<file path="src/rtl/hdlc_tx_pkg.sv">
package hdlc_tx_pkg;

  typedef enum logic [3:0] {
    ST_IDLE,
    ST_CLK_WR,
    ST_LEN_RD,
    ST_FLAG_OPEN,
    ST_BYTE_RD,
    ST_BYTE_TX,
    ST_CRC_LO,
    ST_CRC_HI,
    ST_FLAG_CLOSE,
    ST_DONE_WR
  } tx_state_e;

  localparam int EVT_START = 0;
  localparam int EVT_QUIET = 1;
  localparam int EVT_NEXT  = 2;
  localparam int EVT_N     = 3;

  // one byte of reflected CRC update, least significant data bit first
  function automatic logic [15:0] crc_step(input logic [15:0] cur,
                                           input logic [7:0]  din,
                                           input logic [15:0] poly_rev);
    logic [15:0] c;
    c = cur ^ {8'h00, din};
    for (int b = 0; b < 8; b++) begin
      c = c[0] ? ((c >> 1) ^ poly_rev) : (c >> 1);
    end
    return c;
  endfunction

endpackage

</file>
<file path="src/rtl/hdlc_tx_crc16.sv">
module hdlc_tx_crc16 #(
  parameter logic [15:0] INIT     = 16'hFFFF,
  parameter logic [15:0] POLY_REV = 16'h8408
) (
  input  logic        clk,
  input  logic        rst,
  input  logic        clr,
  input  logic        en,
  input  logic [7:0]  din,
  output logic [15:0] crc
);
  import hdlc_tx_pkg::*;

  always_ff @(posedge clk) begin
    if (rst || clr) begin
      crc <= INIT;
    end else if (en) begin
      crc <= crc_step(crc, din, POLY_REV);
    end
  end

endmodule

</file>
<file path="src/rtl/hdlc_tx_sticky.sv">
module hdlc_tx_sticky #(
  parameter int N = 3
) (
  input  logic         clk,
  input  logic         rst,
  input  logic [N-1:0] set,
  input  logic [N-1:0] clr,
  output logic [N-1:0] flag
);

  for (genvar g = 0; g < N; g++) begin : g_evt
    logic held;
    always_ff @(posedge clk) begin
      if (rst) begin
        held <= 1'b0;
      end else if (set[g]) begin
        held <= 1'b1;
      end else if (clr[g]) begin
        held <= 1'b0;
      end
    end
    assign flag[g] = held;
  end

endmodule

</file>
<file path="src/rtl/hdlc_tx_ctrl.sv">
module hdlc_tx_ctrl #(
  parameter int          ADDR_W    = 8,
  parameter logic [7:0]  FLAG_BYTE = 8'h7E
) (
  input  logic              clk,
  input  logic              rst,
  input  logic              clk_ok_s,
  input  logic              start_pend,
  input  logic              quiet_pend,
  input  logic              next_pend,
  output logic              start_clr,
  output logic              quiet_clr,
  output logic              next_clr,
  output logic              frame_idle,
  output logic              crc_clr,
  output logic              crc_en,
  output logic [7:0]        crc_din,
  input  logic [15:0]       crc,
  output logic              mem_req,
  output logic              mem_rwn,
  output logic [ADDR_W-1:0] mem_addr,
  output logic [7:0]        mem_wdata,
  input  logic [7:0]        mem_rdata,
  input  logic              mem_ack,
  output logic              ser_en,
  output logic              ser_flag,
  output logic [7:0]        ser_data,
  output logic              irq
);
  import hdlc_tx_pkg::*;

  localparam logic [ADDR_W-1:0] LEN_ADDR = {ADDR_W{1'b1}};
  localparam logic [ADDR_W-1:0] CLK_ADDR = LEN_ADDR - 1'b1;
  localparam int                MAX_LEN  = (1 << ADDR_W) - 3;

  tx_state_e         state;
  logic [ADDR_W-1:0] len;
  logic [ADDR_W-1:0] idx;
  logic [ADDR_W-1:0] idx_nx;
  logic [7:0]        byte_q;
  logic              clk_stat;
  logic              quiet_wr;
  logic              chg;
  logic              len_ok;
  logic              wait_ser;

  assign idx_nx   = idx + 1'b1;
  assign chg      = (clk_ok_s != clk_stat);
  assign len_ok   = (mem_rdata != 8'h00) && (int'(mem_rdata) <= MAX_LEN);
  assign wait_ser = (state == ST_FLAG_OPEN) || (state == ST_BYTE_TX) ||
                    (state == ST_CRC_LO) || (state == ST_CRC_HI) ||
                    (state == ST_FLAG_CLOSE);

  assign frame_idle = (state == ST_IDLE) || (state == ST_CLK_WR);
  assign start_clr  = (state == ST_IDLE) && !chg && !quiet_pend;
  assign quiet_clr  = (state == ST_IDLE);
  assign next_clr   = wait_ser && next_pend;
  assign crc_clr    = (state == ST_LEN_RD) && mem_ack;
  assign crc_en     = (state == ST_BYTE_TX) && next_pend;
  assign crc_din    = byte_q;

  always_ff @(posedge clk) begin
    if (rst) begin
      state     <= ST_IDLE;
      mem_req   <= 1'b0;
      mem_rwn   <= 1'b1;
      mem_addr  <= '0;
      mem_wdata <= 8'h00;
      ser_en    <= 1'b0;
      ser_flag  <= 1'b0;
      ser_data  <= 8'h00;
      irq       <= 1'b0;
      len       <= '0;
      idx       <= '0;
      byte_q    <= 8'h00;
      clk_stat  <= 1'b0;
      quiet_wr  <= 1'b0;
    end else begin
      ser_en <= 1'b0;
      irq    <= 1'b0;
      case (state)
        ST_IDLE: begin
          if (chg) begin
            mem_req   <= 1'b1;
            mem_rwn   <= 1'b0;
            mem_addr  <= CLK_ADDR;
            mem_wdata <= {8{clk_ok_s}};
            clk_stat  <= clk_ok_s;
            quiet_wr  <= 1'b0;
            state     <= ST_CLK_WR;
          end else if (quiet_pend) begin
            mem_req   <= 1'b1;
            mem_rwn   <= 1'b0;
            mem_addr  <= CLK_ADDR;
            mem_wdata <= {8{clk_stat}};
            quiet_wr  <= 1'b1;
            state     <= ST_CLK_WR;
          end else if (start_pend && clk_ok_s) begin
            mem_req  <= 1'b1;
            mem_rwn  <= 1'b1;
            mem_addr <= LEN_ADDR;
            state    <= ST_LEN_RD;
          end
        end
        ST_CLK_WR: begin
          if (mem_ack) begin
            mem_req <= 1'b0;
            irq     <= !quiet_wr;
            state   <= ST_IDLE;
          end
        end
        ST_LEN_RD: begin
          if (mem_ack) begin
            mem_req <= 1'b0;
            len     <= ADDR_W'(mem_rdata);
            idx     <= '0;
            state   <= len_ok ? ST_FLAG_OPEN : ST_IDLE;
          end
        end
        ST_FLAG_OPEN: begin
          if (next_pend) begin
            ser_en   <= 1'b1;
            ser_flag <= 1'b1;
            ser_data <= FLAG_BYTE;
            mem_req  <= 1'b1;
            mem_rwn  <= 1'b1;
            mem_addr <= idx;
            state    <= ST_BYTE_RD;
          end
        end
        ST_BYTE_RD: begin
          if (mem_ack) begin
            mem_req <= 1'b0;
            byte_q  <= mem_rdata;
            state   <= ST_BYTE_TX;
          end
        end
        ST_BYTE_TX: begin
          if (next_pend) begin
            ser_en   <= 1'b1;
            ser_flag <= 1'b0;
            ser_data <= byte_q;
            idx      <= idx_nx;
            if (idx_nx == len) begin
              state <= ST_CRC_LO;
            end else begin
              mem_req  <= 1'b1;
              mem_rwn  <= 1'b1;
              mem_addr <= idx_nx;
              state    <= ST_BYTE_RD;
            end
          end
        end
        ST_CRC_LO: begin
          if (next_pend) begin
            ser_en   <= 1'b1;
            ser_flag <= 1'b0;
            ser_data <= crc[7:0];
            state    <= ST_CRC_HI;
          end
        end
        ST_CRC_HI: begin
          if (next_pend) begin
            ser_en   <= 1'b1;
            ser_flag <= 1'b0;
            ser_data <= crc[15:8];
            state    <= ST_FLAG_CLOSE;
          end
        end
        ST_FLAG_CLOSE: begin
          if (next_pend) begin
            ser_en    <= 1'b1;
            ser_flag  <= 1'b1;
            ser_data  <= FLAG_BYTE;
            mem_req   <= 1'b1;
            mem_rwn   <= 1'b0;
            mem_addr  <= LEN_ADDR;
            mem_wdata <= 8'hFF;
            state     <= ST_DONE_WR;
          end
        end
        ST_DONE_WR: begin
          if (mem_ack) begin
            mem_req <= 1'b0;
            irq     <= 1'b1;
            state   <= ST_IDLE;
          end
        end
        default: state <= ST_IDLE;
      endcase
    end
  end

  AST_REQ_HOLD: assert property (@(posedge clk) disable iff (rst)
    (mem_req && !mem_ack) |=> (mem_req && $stable(mem_addr) &&
                               $stable(mem_rwn) && $stable(mem_wdata)));

  AST_IRQ_AFTER_WR: assert property (@(posedge clk) disable iff (rst)
    irq |-> $past(mem_req && mem_ack && !mem_rwn));

  AST_IRQ_SINGLE: assert property (@(posedge clk) disable iff (rst)
    irq |=> !irq);

  AST_EN_AFTER_NEXT: assert property (@(posedge clk) disable iff (rst)
    ser_en |-> $past(next_pend));

  AST_EN_SINGLE: assert property (@(posedge clk) disable iff (rst)
    ser_en |=> !ser_en);

endmodule

</file>
<file path="src/rtl/hdlc_tx_seq.sv">
module hdlc_tx_seq #(
  parameter int          ADDR_W    = 8,
  parameter logic [15:0] CRC_INIT  = 16'hFFFF,
  parameter logic [15:0] CRC_POLY  = 16'h8408,
  parameter logic [7:0]  FLAG_BYTE = 8'h7E
) (
  input  logic              clk,
  input  logic              rst,
  input  logic              clk_ok,
  input  logic              len_wr,
  input  logic              clk_wr,
  output logic              mem_req,
  output logic              mem_rwn,
  output logic [ADDR_W-1:0] mem_addr,
  output logic [7:0]        mem_wdata,
  input  logic [7:0]        mem_rdata,
  input  logic              mem_ack,
  output logic              ser_en,
  output logic              ser_flag,
  output logic [7:0]        ser_data,
  input  logic              ser_next,
  output logic              irq
);
  import hdlc_tx_pkg::*;

  logic             clk_ok_q;
  logic [EVT_N-1:0] evt_set;
  logic [EVT_N-1:0] evt_clr;
  logic [EVT_N-1:0] evt_pend;
  logic             frame_idle;
  logic             crc_clr;
  logic             crc_en;
  logic [7:0]       crc_din;
  logic [15:0]      crc;

  always_ff @(posedge clk) begin
    if (rst) clk_ok_q <= 1'b0;
    else     clk_ok_q <= clk_ok;
  end

  assign evt_set[EVT_START] = len_wr && frame_idle;
  assign evt_set[EVT_QUIET] = clk_wr;
  assign evt_set[EVT_NEXT]  = ser_next;

  hdlc_tx_sticky #(.N(EVT_N)) u_evt (
    .clk  (clk),
    .rst  (rst),
    .set  (evt_set),
    .clr  (evt_clr),
    .flag (evt_pend)
  );

  hdlc_tx_crc16 #(.INIT(CRC_INIT), .POLY_REV(CRC_POLY)) u_crc (
    .clk (clk),
    .rst (rst),
    .clr (crc_clr),
    .en  (crc_en),
    .din (crc_din),
    .crc (crc)
  );

  hdlc_tx_ctrl #(.ADDR_W(ADDR_W), .FLAG_BYTE(FLAG_BYTE)) u_ctrl (
    .clk        (clk),
    .rst        (rst),
    .clk_ok_s   (clk_ok_q),
    .start_pend (evt_pend[EVT_START]),
    .quiet_pend (evt_pend[EVT_QUIET]),
    .next_pend  (evt_pend[EVT_NEXT]),
    .start_clr  (evt_clr[EVT_START]),
    .quiet_clr  (evt_clr[EVT_QUIET]),
    .next_clr   (evt_clr[EVT_NEXT]),
    .frame_idle (frame_idle),
    .crc_clr    (crc_clr),
    .crc_en     (crc_en),
    .crc_din    (crc_din),
    .crc        (crc),
    .mem_req    (mem_req),
    .mem_rwn    (mem_rwn),
    .mem_addr   (mem_addr),
    .mem_wdata  (mem_wdata),
    .mem_rdata  (mem_rdata),
    .mem_ack    (mem_ack),
    .ser_en     (ser_en),
    .ser_flag   (ser_flag),
    .ser_data   (ser_data),
    .irq        (irq)
  );

endmodule

</file>
<file path="config.mk">
export PLATFORM = sky130hd
export DESIGN_NAME = hdlc_tx_seq
export DESIGN_NICKNAME = d
export VERILOG_FILES = /design/src/rtl/hdlc_tx_pkg.sv /design/src/rtl/hdlc_tx_crc16.sv /design/src/rtl/hdlc_tx_sticky.sv /design/src/rtl/hdlc_tx_ctrl.sv /design/src/rtl/hdlc_tx_seq.sv
export SDC_FILE = /design/constraint.sdc
export NUM_CORES = 1
export LEC_CHECK = 0
export ABC_AREA = 1
export BUFFER_PORTS_ARGS = -buffer_cell sky130_fd_sc_hd__buf_2
export CAP_MARGIN = 20
export CORE_AREA = 2 2 87 105
export CTS_BUF_LIST = sky130_fd_sc_hd__clkbuf_4 sky130_fd_sc_hd__clkbuf_8 sky130_fd_sc_hd__clkbuf_16
export DETAILED_ROUTE_END_ITERATION = 8
export DIE_AREA = 0 0 89 107
export PLACE_DENSITY = 0.68
export REMOVE_ABC_BUFFERS = 1
export SYNTH_ARGS = -nofsm -noshare
export SYNTH_HDL_FRONTEND = slang
export SYNTH_HIERARCHICAL = 1
export SYNTH_SLANG_ARGS = --single-unit
</file>
<file path="constraint.sdc">
create_clock -name clk -period 1.8 [get_ports clk]
set_input_delay 0.45 -clock clk [delete_from_list [all_inputs] [get_ports clk]]
set_output_delay 0.45 -clock clk [all_outputs]
set_load 0.02 [all_outputs]
</file>
==> results.json, run 1 <==
{
  "place.gp.congestion": 0.864,
  "final-setup-viol-count": 0,
  "ys_seq_area_share_pct": 34.6,
  "cp.arrival_ns": 2.01,
  "holdWs_ns": 0.300,
  "synth-async-reset-ratio_pct": 0,
  "synth.distinct_cells": 39,
  "cts_htree_levels": 3,
  "final_cell_mix": "nand2_1 (139), inv_1 (71), dfxtp_1 (64)",
  "synth_area_per_cell_um2": 6.76,
  "synth_cells": 616,
  "relSlewSlack_pct": 70.8,
  "rows": 37,
  "via_per_inst": 5.17,
  "wl_per_cell_um": 13.6,
  "cts.clk_slew.worst_paths_ns": 0.08,
  "vias": 4146,
  "core_area_um2": 8520,
  "place_ws_ns": -0.0738,
  "grt_overflow": 0,
  "fin_worst_skew_ns": 0.0114,
  "grt_max_degree": 38,
  "syn2layout_area_growth_pct": 22.0,
  "hold_path_class": "input pin to flop",
  "dp_hpwl_um": 7810,
  "nFillCells": 839,
  "hold_violations": 0,
  "vdd_drop_max_mv": 0.553,
  "crit_type": "flop to flop",
  "yosysWarnings": 6,
  "reg2reg_depth": 12,
  "p_comb_share_pct": 45.8,
  "crit-reg2reg-launch": "u_ctrl/idx[0]",
  "worstHoldPathCells": 3,
  "antenna_found_initial": 0,
  "fin_cells": 802,
  "ios": 44,
  "antenna_cells": 0,
  "routed_wl_um": 10900,
  "powerDensity_nw_per_um2": 1340,
  "ant_nets": 0,
  "final_common_cell": "nand2_1",
  "initial_core_util_pct": 48.9,
  "critPathMaxFanout": 8,
  "drive_gt1_share_pct": 26.4,
  "grt.total_usage_pct": 23.6,
  "clk_path_buf_depth": 2,
  "swShare_pct": 42.4,
  "fin_util_pct": 59.7,
  "hold-path-endpoint": "clk_ok_q",
  "cts_buffers": 9,
  "hold_start": "clk_ok",
  "reg2reg_slack_ns": 0.05,
  "die_area_um2": 9520,
  "die_h_um": 107,
  "p_clk_share_pct": 23.2,
  "max_freq_mhz": 572,
  "outcome": "completed",
  "cts_tree": "built",
  "p_switching_mw": 2.89,
  "cts-root-buf": "clkbuf_8",
  "cts_hold_buffers": 0,
  "period_share_pct": 97.1,
  "nets": 698,
  "seq_power_share_pct": 31.0,
  "clkLatencyLatePin_ns": 0.37,
  "slew_violations": 0,
  "reg2reg_to": "u_ctrl/mem_addr[7]",
  "netlist_area_um2": 4170,
  "fin_ws_ns": 0.0519,
  "synth-main-ff-cell": "dfxtp_1",
  "dieWidth_um": 89,
  "power.leakage_nw": 2.27,
  "critPathRequiredTime_ns": 2.06,
  "ys_ff_latch": 72,
  "cts.sinks": 72,
  "rsz0062_at_grt": "true",
  "period_needed_ns": 1.75,
  "tightest_slew_ns": 0.427,
  "setup.worst_path.start_class": "flop",
  "grt_pass1_wl_um": 17700,
  "drt_first_pass_iters": 5,
  "drv_cap": 0,
  "port_buffers": 43,
  "p_int_mw": 3.92,
  "place_inst": 777,
  "grt_pass1_vias": 3878,
  "drc": 0,
  "endpoint_kind": "flop",
  "synth-edff-count": 0,
  "drt-initial-drc-count": 165
}
==> per-layer routing <==
layer	routed length [µm]	vias to the layer above	share of wire (%)	global-route usage [%]
met5	0	-	0	0
met4	394	0	3.6	10.6
met3	443	36	4.0	4.54
met2	5690	101	52	43.3
met1	4420	1901	40	25.6
li1	-	2108	-	-
==> cell type report <==
type / instances / area (µm²) / area share (%)
Timing Repair Buffer: 77 / 482 / 9.47
Sequential cell: 72 / 1460 / 28.7
Inverter: 90 / 353 / 6.94
Multi-Input combinational cell: 430 / 2400 / 47.2
Clock inverter: 7 / 120 / 2.36
Clock buffer: 9 / 124 / 2.44
Tap cell: 117 / 146 / 2.88
==> sequential cells by signal, summed over array words and instances (netlist names), 3 cells and up <==
signal,count
u_ctrl/len,8
u_ctrl/state,4
u_evt/g_evt.held,3
u_ctrl/crc_din,8
u_ctrl/idx,8
u_ctrl/mem_addr,8
u_crc/crc,16
u_ctrl/ser_data,8
==> cells in the mapped netlist (7+ instances only) <==
cell type	instances	share of area [%]
nor2_4	8	2.2
nor2_1	65	5.9
o211ai_1	9	1.6
inv_1	73	6.6
a21oi_1	49	5.9
buf_4	10	1.8
nand3_1	55	6.6
clkbuf_1	7	0.63
o21ai_0	31	3.7
nand2_1	148	13
dfxtp_1	72	35
inv_2	12	1.1
==> power by group through the flow <==
| stage | clock network, mW | logic [mW] | registers (mW) |
|---|---|---|---|
| floorplan | 0 | 1.74 | 2.36 |
| global placement | 0 | 2.73 | 2.08 |
| detailed placement | 0 | 2.77 | 2.09 |
| CTS | 1.61 | 2.82 | 2.07 |
| global route | 1.66 | 3.43 | 2.16 |
| finish | 1.58 | 3.12 | 2.11 |
==> through the flow <==
stage          power, mW  setup TNS (ns)  area [µm²]
2_1_floorplan       4.10           -6.31        3980
5_1_grt             7.24          -0.350        5080
3_5_place_dp        4.86          -0.524        4540
6_report            6.81               0        5080
3_3_place_gp        4.81          -0.142        4540
4_1_cts             6.50               0        4910
==> how the worst max path moves through the flow <==
stage / start / to / cells past startpoint
6_report: u_ctrl/idx[0] / u_ctrl/mem_addr[7] / 12
5_1_grt: u_ctrl/idx[0] / u_ctrl/mem_addr[3] / 12
4_1_cts: u_ctrl/idx[1] / u_ctrl/mem_addr[6] / 11
3_5_place_dp: u_ctrl/idx[0] / u_ctrl/mem_addr[6] / 11
3_3_place_gp: u_ctrl/idx[0] / u_ctrl/mem_addr[6] / 11
2_1_floorplan: u_ctrl/state[0] / u_crc/crc[11] / 7
==> kinds of logic after synthesis <==
family | count (synthesis) | share of synthesized area [%]
AND/OR/NAND/NOR | 307 | 34.5
buffers and inverters | 116 | 12.7
AO/OA/AOI/OAI | 112 | 15.7
flip-flops | 72 | 34.6
XOR/XNOR | 6 | 1.62
adder cells (fa/ha/maj) | 3 | 0.901
==> worst max-delay path, cell delays in order (launching register included) <==
cell and delay (ns):
dfxtp_2 0.36, buf_6 0.12, inv_2 0.04, nor2_4 0.23
nand2_2 0.11, nand3_2 0.08, nand3_2 0.08, nor2_4 0.17
nand3_4 0.14, nand2_4 0.12, inv_6 0.06, nor2_1 0.08
nor2_1 0.05
==> timing repair <==
| item | 4_1_cts | 5_1_grt |
|---|---|---|
| gates resized for setup | 27 | 38 |
| buffers inserted | 0 | 7 |
| gates cloned | 1 | 1 |
| endpoints found under the setup margin | 25 | 35 |
| pin swaps | 14 | 15 |
Power figures use the tool's default switching activity.
==> run 2: changes to the inputs <==
Settings changed: BUFFER_PORTS_ARGS -buffer_cell sky130_fd_sc_hd__buf_2 to not set, CORE_AREA 2 2 87 105 to 2 2 82 100, DIE_AREA 0 0 89 107 to 0 0 84 102, DONT_BUFFER_PORTS set to 1, PLACE_DENSITY 0.68 to not set, SYNTH_HIERARCHICAL 1 to not set.
==> run 2 against run 1 <==
The flow now finishes with violations (setup timing). Synthesized area shrank 11%. Setup slack lost 0.061 ns. Utilization shrank 0.49 points. Die area shrank 10%. Clock-buffer cell count grew 2. Flip-flop and latch count is the same. Critical path type unchanged.
==> results.json, run 2 <==
{
  "nFillCells": 719,
  "yosysWarnings": 0,
  "via_per_inst": 5.43,
  "place_ws_ns": -0.117,
  "routed_wl_um": 10100,
  "vdd_drop_max_mv": 1.37,
  "critPathRequiredTime_ns": 2.08,
  "cts-root-buf": "clkbuf_8",
  "syn2layout_area_growth_pct": 20.6,
  "setup.worst_path.start_class": "flop",
  "top_register": "u_crc.crc",
  "cts.sinks": 72,
  "drive_gt1_share_pct": 22.0,
  "ios": 44,
  "core_area_um2": 7580,
  "relSlewSlack_pct": 66.0,
  "vias": 3582,
  "ys_ff_latch": 72,
  "grt_pass1_vias": 3401,
  "dpl_cell_area_um2": 4020,
  "crit-reg2reg-launch": "u_ctrl.idx[1]",
  "max_freq_mhz": 553,
  "synth_xor_area_share_pct": 4.61,
  "violations": "setup timing",
  "yosysTopAreaCell": "dfxtp_1",
  "tightest_slew_ns": 0.507,
  "drt_first_pass_iters": 5,
  "fin_cells": 660,
  "nets": 581,
  "final_cell_mix": "nand2_1 (81), dfxtp_1 (64), a21oi_1 (59)",
  "grt.total_usage_pct": 24.0,
  "rsz0062_at_grt": "true",
  "hold_violations": 0,
  "critPathMaxFanout": 6,
  "yosysMostFrequentCell": "nand2_1",
  "synth_cells": 524,
  "grt_max_degree": 34,
  "rows": 35,
  "synthAdderAreaFrac_pct": 1.01,
  "slew_violations": 0,
  "synth-main-ff-cell": "dfxtp_1",
  "drv_cap": 0,
  "ys_top_cells_by_count": "nand2_1 (84), dfxtp_1 (72), nor2_1 (61)",
  "cts_hold_buffers": 0,
  "holdWs_ns": 0.154,
  "die_area_um2": 8570,
  "synthTopCellsByArea": "dfxtp_1 (39%), nand2_1 (8.5%), a21oi_1 (7.9%), o21ai_0 (6.9%), nor2_1 (6.2%)",
  "dieWidth_um": 84,
  "powerDensity_nw_per_um2": 1550,
  "reg2reg_depth": 11,
  "swShare_pct": 41.1,
  "drc": 0,
  "p_clk_share_pct": 22.9,
  "synth_top_cell_area_share_pct": 38.8,
  "dp_hpwl_um": 7270,
  "period_needed_ns": 1.81,
  "reg2reg_to": "u_ctrl.state[1]",
  "outcome": "finished, violations left",
  "fin_ws_ns": -0.00959,
  "power_mw": 6.97,
  "place.gp.congestion": 0.892,
  "critPathLaunch": "u_ctrl.idx[1]",
  "synth_top_family_by_area": "simple AND/OR/NAND/NOR gates",
  "grt_overflow": 0,
  "seq_power_share_pct": 33.2,
  "period_share_pct": 101,
  "antenna_cells": 0,
  "tns_ns": -0.00959,
  "antenna_found_initial": 0,
  "initial_core_util_pct": 49.1,
  "synthSimpleGateAreaFrac_pct": 26.2,
  "cts_htree_levels": 3,
  "cp-endpoint": "u_ctrl.state[1]",
  "p_int_mw": 4.10,
  "synth_area_per_cell_um2": 7.10,
  "design_area_um2": 4490,
  "fin_util_pct": 59.2,
  "cp.arrival_ns": 2.09,
  "final-setup-viol-count": 1,
  "synth-async-reset-ratio_pct": 0,
  "ys_seq_area_share_pct": 38.8,
  "port_buffers": 0,
  "cts_tree": "built",
  "netlist_area_um2": 3720,
  "wl_per_cell_um": 15.3,
  "cts_buffers": 9,
  "final_common_cell": "nand2_1",
  "synth-edff-count": 0,
  "die_h_um": 102,
  "synth-compound-area-share_pct": 19.3,
  "power.leakage_nw": 1.99,
  "largest_register_ffs": 16,
  "fin_worst_skew_ns": 0.0101,
  "grt_pass1_wl_um": 16200,
  "crit_type": "flop to flop",
  "synth.distinct_cells": 37,
  "endpoint_kind": "flop",
  "muxShareOfSynthArea_pct": 0,
  "drt-initial-drc-count": 184,
  "p_comb_share_pct": 43.8,
  "reg2reg_slack_ns": -0.01,
  "cts.clk_slew.worst_paths_ns": 0.08,
  "place_inst": 637,
  "ant_nets": 0,
  "clk_path_buf_depth": 2,
  "hold_path_class": "input pin to flop",
  "clkLatencyLatePin_ns": 0.36,
  "p_switching_mw": 2.87
}
## run 2: critical path, stage by stage, from the launching register on
cell      delay, ns
dfxtp_4        0.38
ha_4           0.18
nand3_4        0.10
o21bai_4       0.14
and2_4         0.17
nor2_2         0.05
nor2_2         0.18
nand3_4        0.15
buf_4          0.17
nand2_1        0.05
nand2_1        0.06
a21oi_1        0.11
## run 2: repair_timing
action                     in CTS  in global routing
setup buffers                   1                  5
cloned                          1                  0
gates resized for setup        12                 37
setup endpoints to repair      12                 36
pin swaps                       6                 15
## run 2: final cells by class
class                   count  area [µm²]  area share [%]
clock buffers              11         145            3.24
flip-flops and latches     72        1460            32.5
clock inverters             5         104            2.32
inverters                  65         254            5.66
multi-input cells         367        2050            45.7
well taps                  92         115            2.57
repair buffers             48         360            8.03
## run 2: worst min-delay path by stage
stage                             start                   to  slack (ns)  cells past startpoint
floorplan                 u_ctrl.len[5]        u_ctrl.len[5]        0.43                      2
global placement    u_evt.g_evt[0].held  u_evt.g_evt[0].held        0.45                      2
detailed placement  u_evt.g_evt[0].held  u_evt.g_evt[0].held        0.45                      2
CTS                                 rst        u_ctrl.len[1]        0.14                      1
global route                        rst      u_ctrl.state[1]        0.14                      1
finish                              rst      u_ctrl.state[1]        0.15                      1
## run 2: cell families (layout without fill, tap and decap cells)
group	after synthesis	after routing
AO/OA/AOI/OAI	131	131
XOR/XNOR	18	18
adder cells (fa/ha/maj)	3	3
buffers and inverters	86	129
flip-flops	72	72
AND/OR/NAND/NOR	214	215
## run 2: power groups by stage
| stage | sequential (mW) | clock [mW] | combinational (mW) |
|---|---|---|---|
| 6_report | 2.32 | 1.60 | 3.06 |
| 5_1_grt | 2.36 | 1.70 | 3.42 |
| 4_1_cts | 2.29 | 1.63 | 2.78 |
| 3_5_place_dp | 2.32 | 0 | 2.70 |
| 3_3_place_gp | 2.32 | 0 | 2.66 |
| 2_1_floorplan | 2.35 | 0 | 1.78 |
## run 2: routing by layer
metal | routed length, µm | track usage [%] | share of wire [%] | vias to the layer above
li1 | - | - | - | 1809
met1 | 4170 | 26.4 | 41 | 1625
met2 | 5120 | 43.3 | 51 | 117
met3 | 424 | 4.44 | 4.2 | 31
met4 | 419 | 14.5 | 4.1 | 0
met5 | 0 | 0 | 0 | -
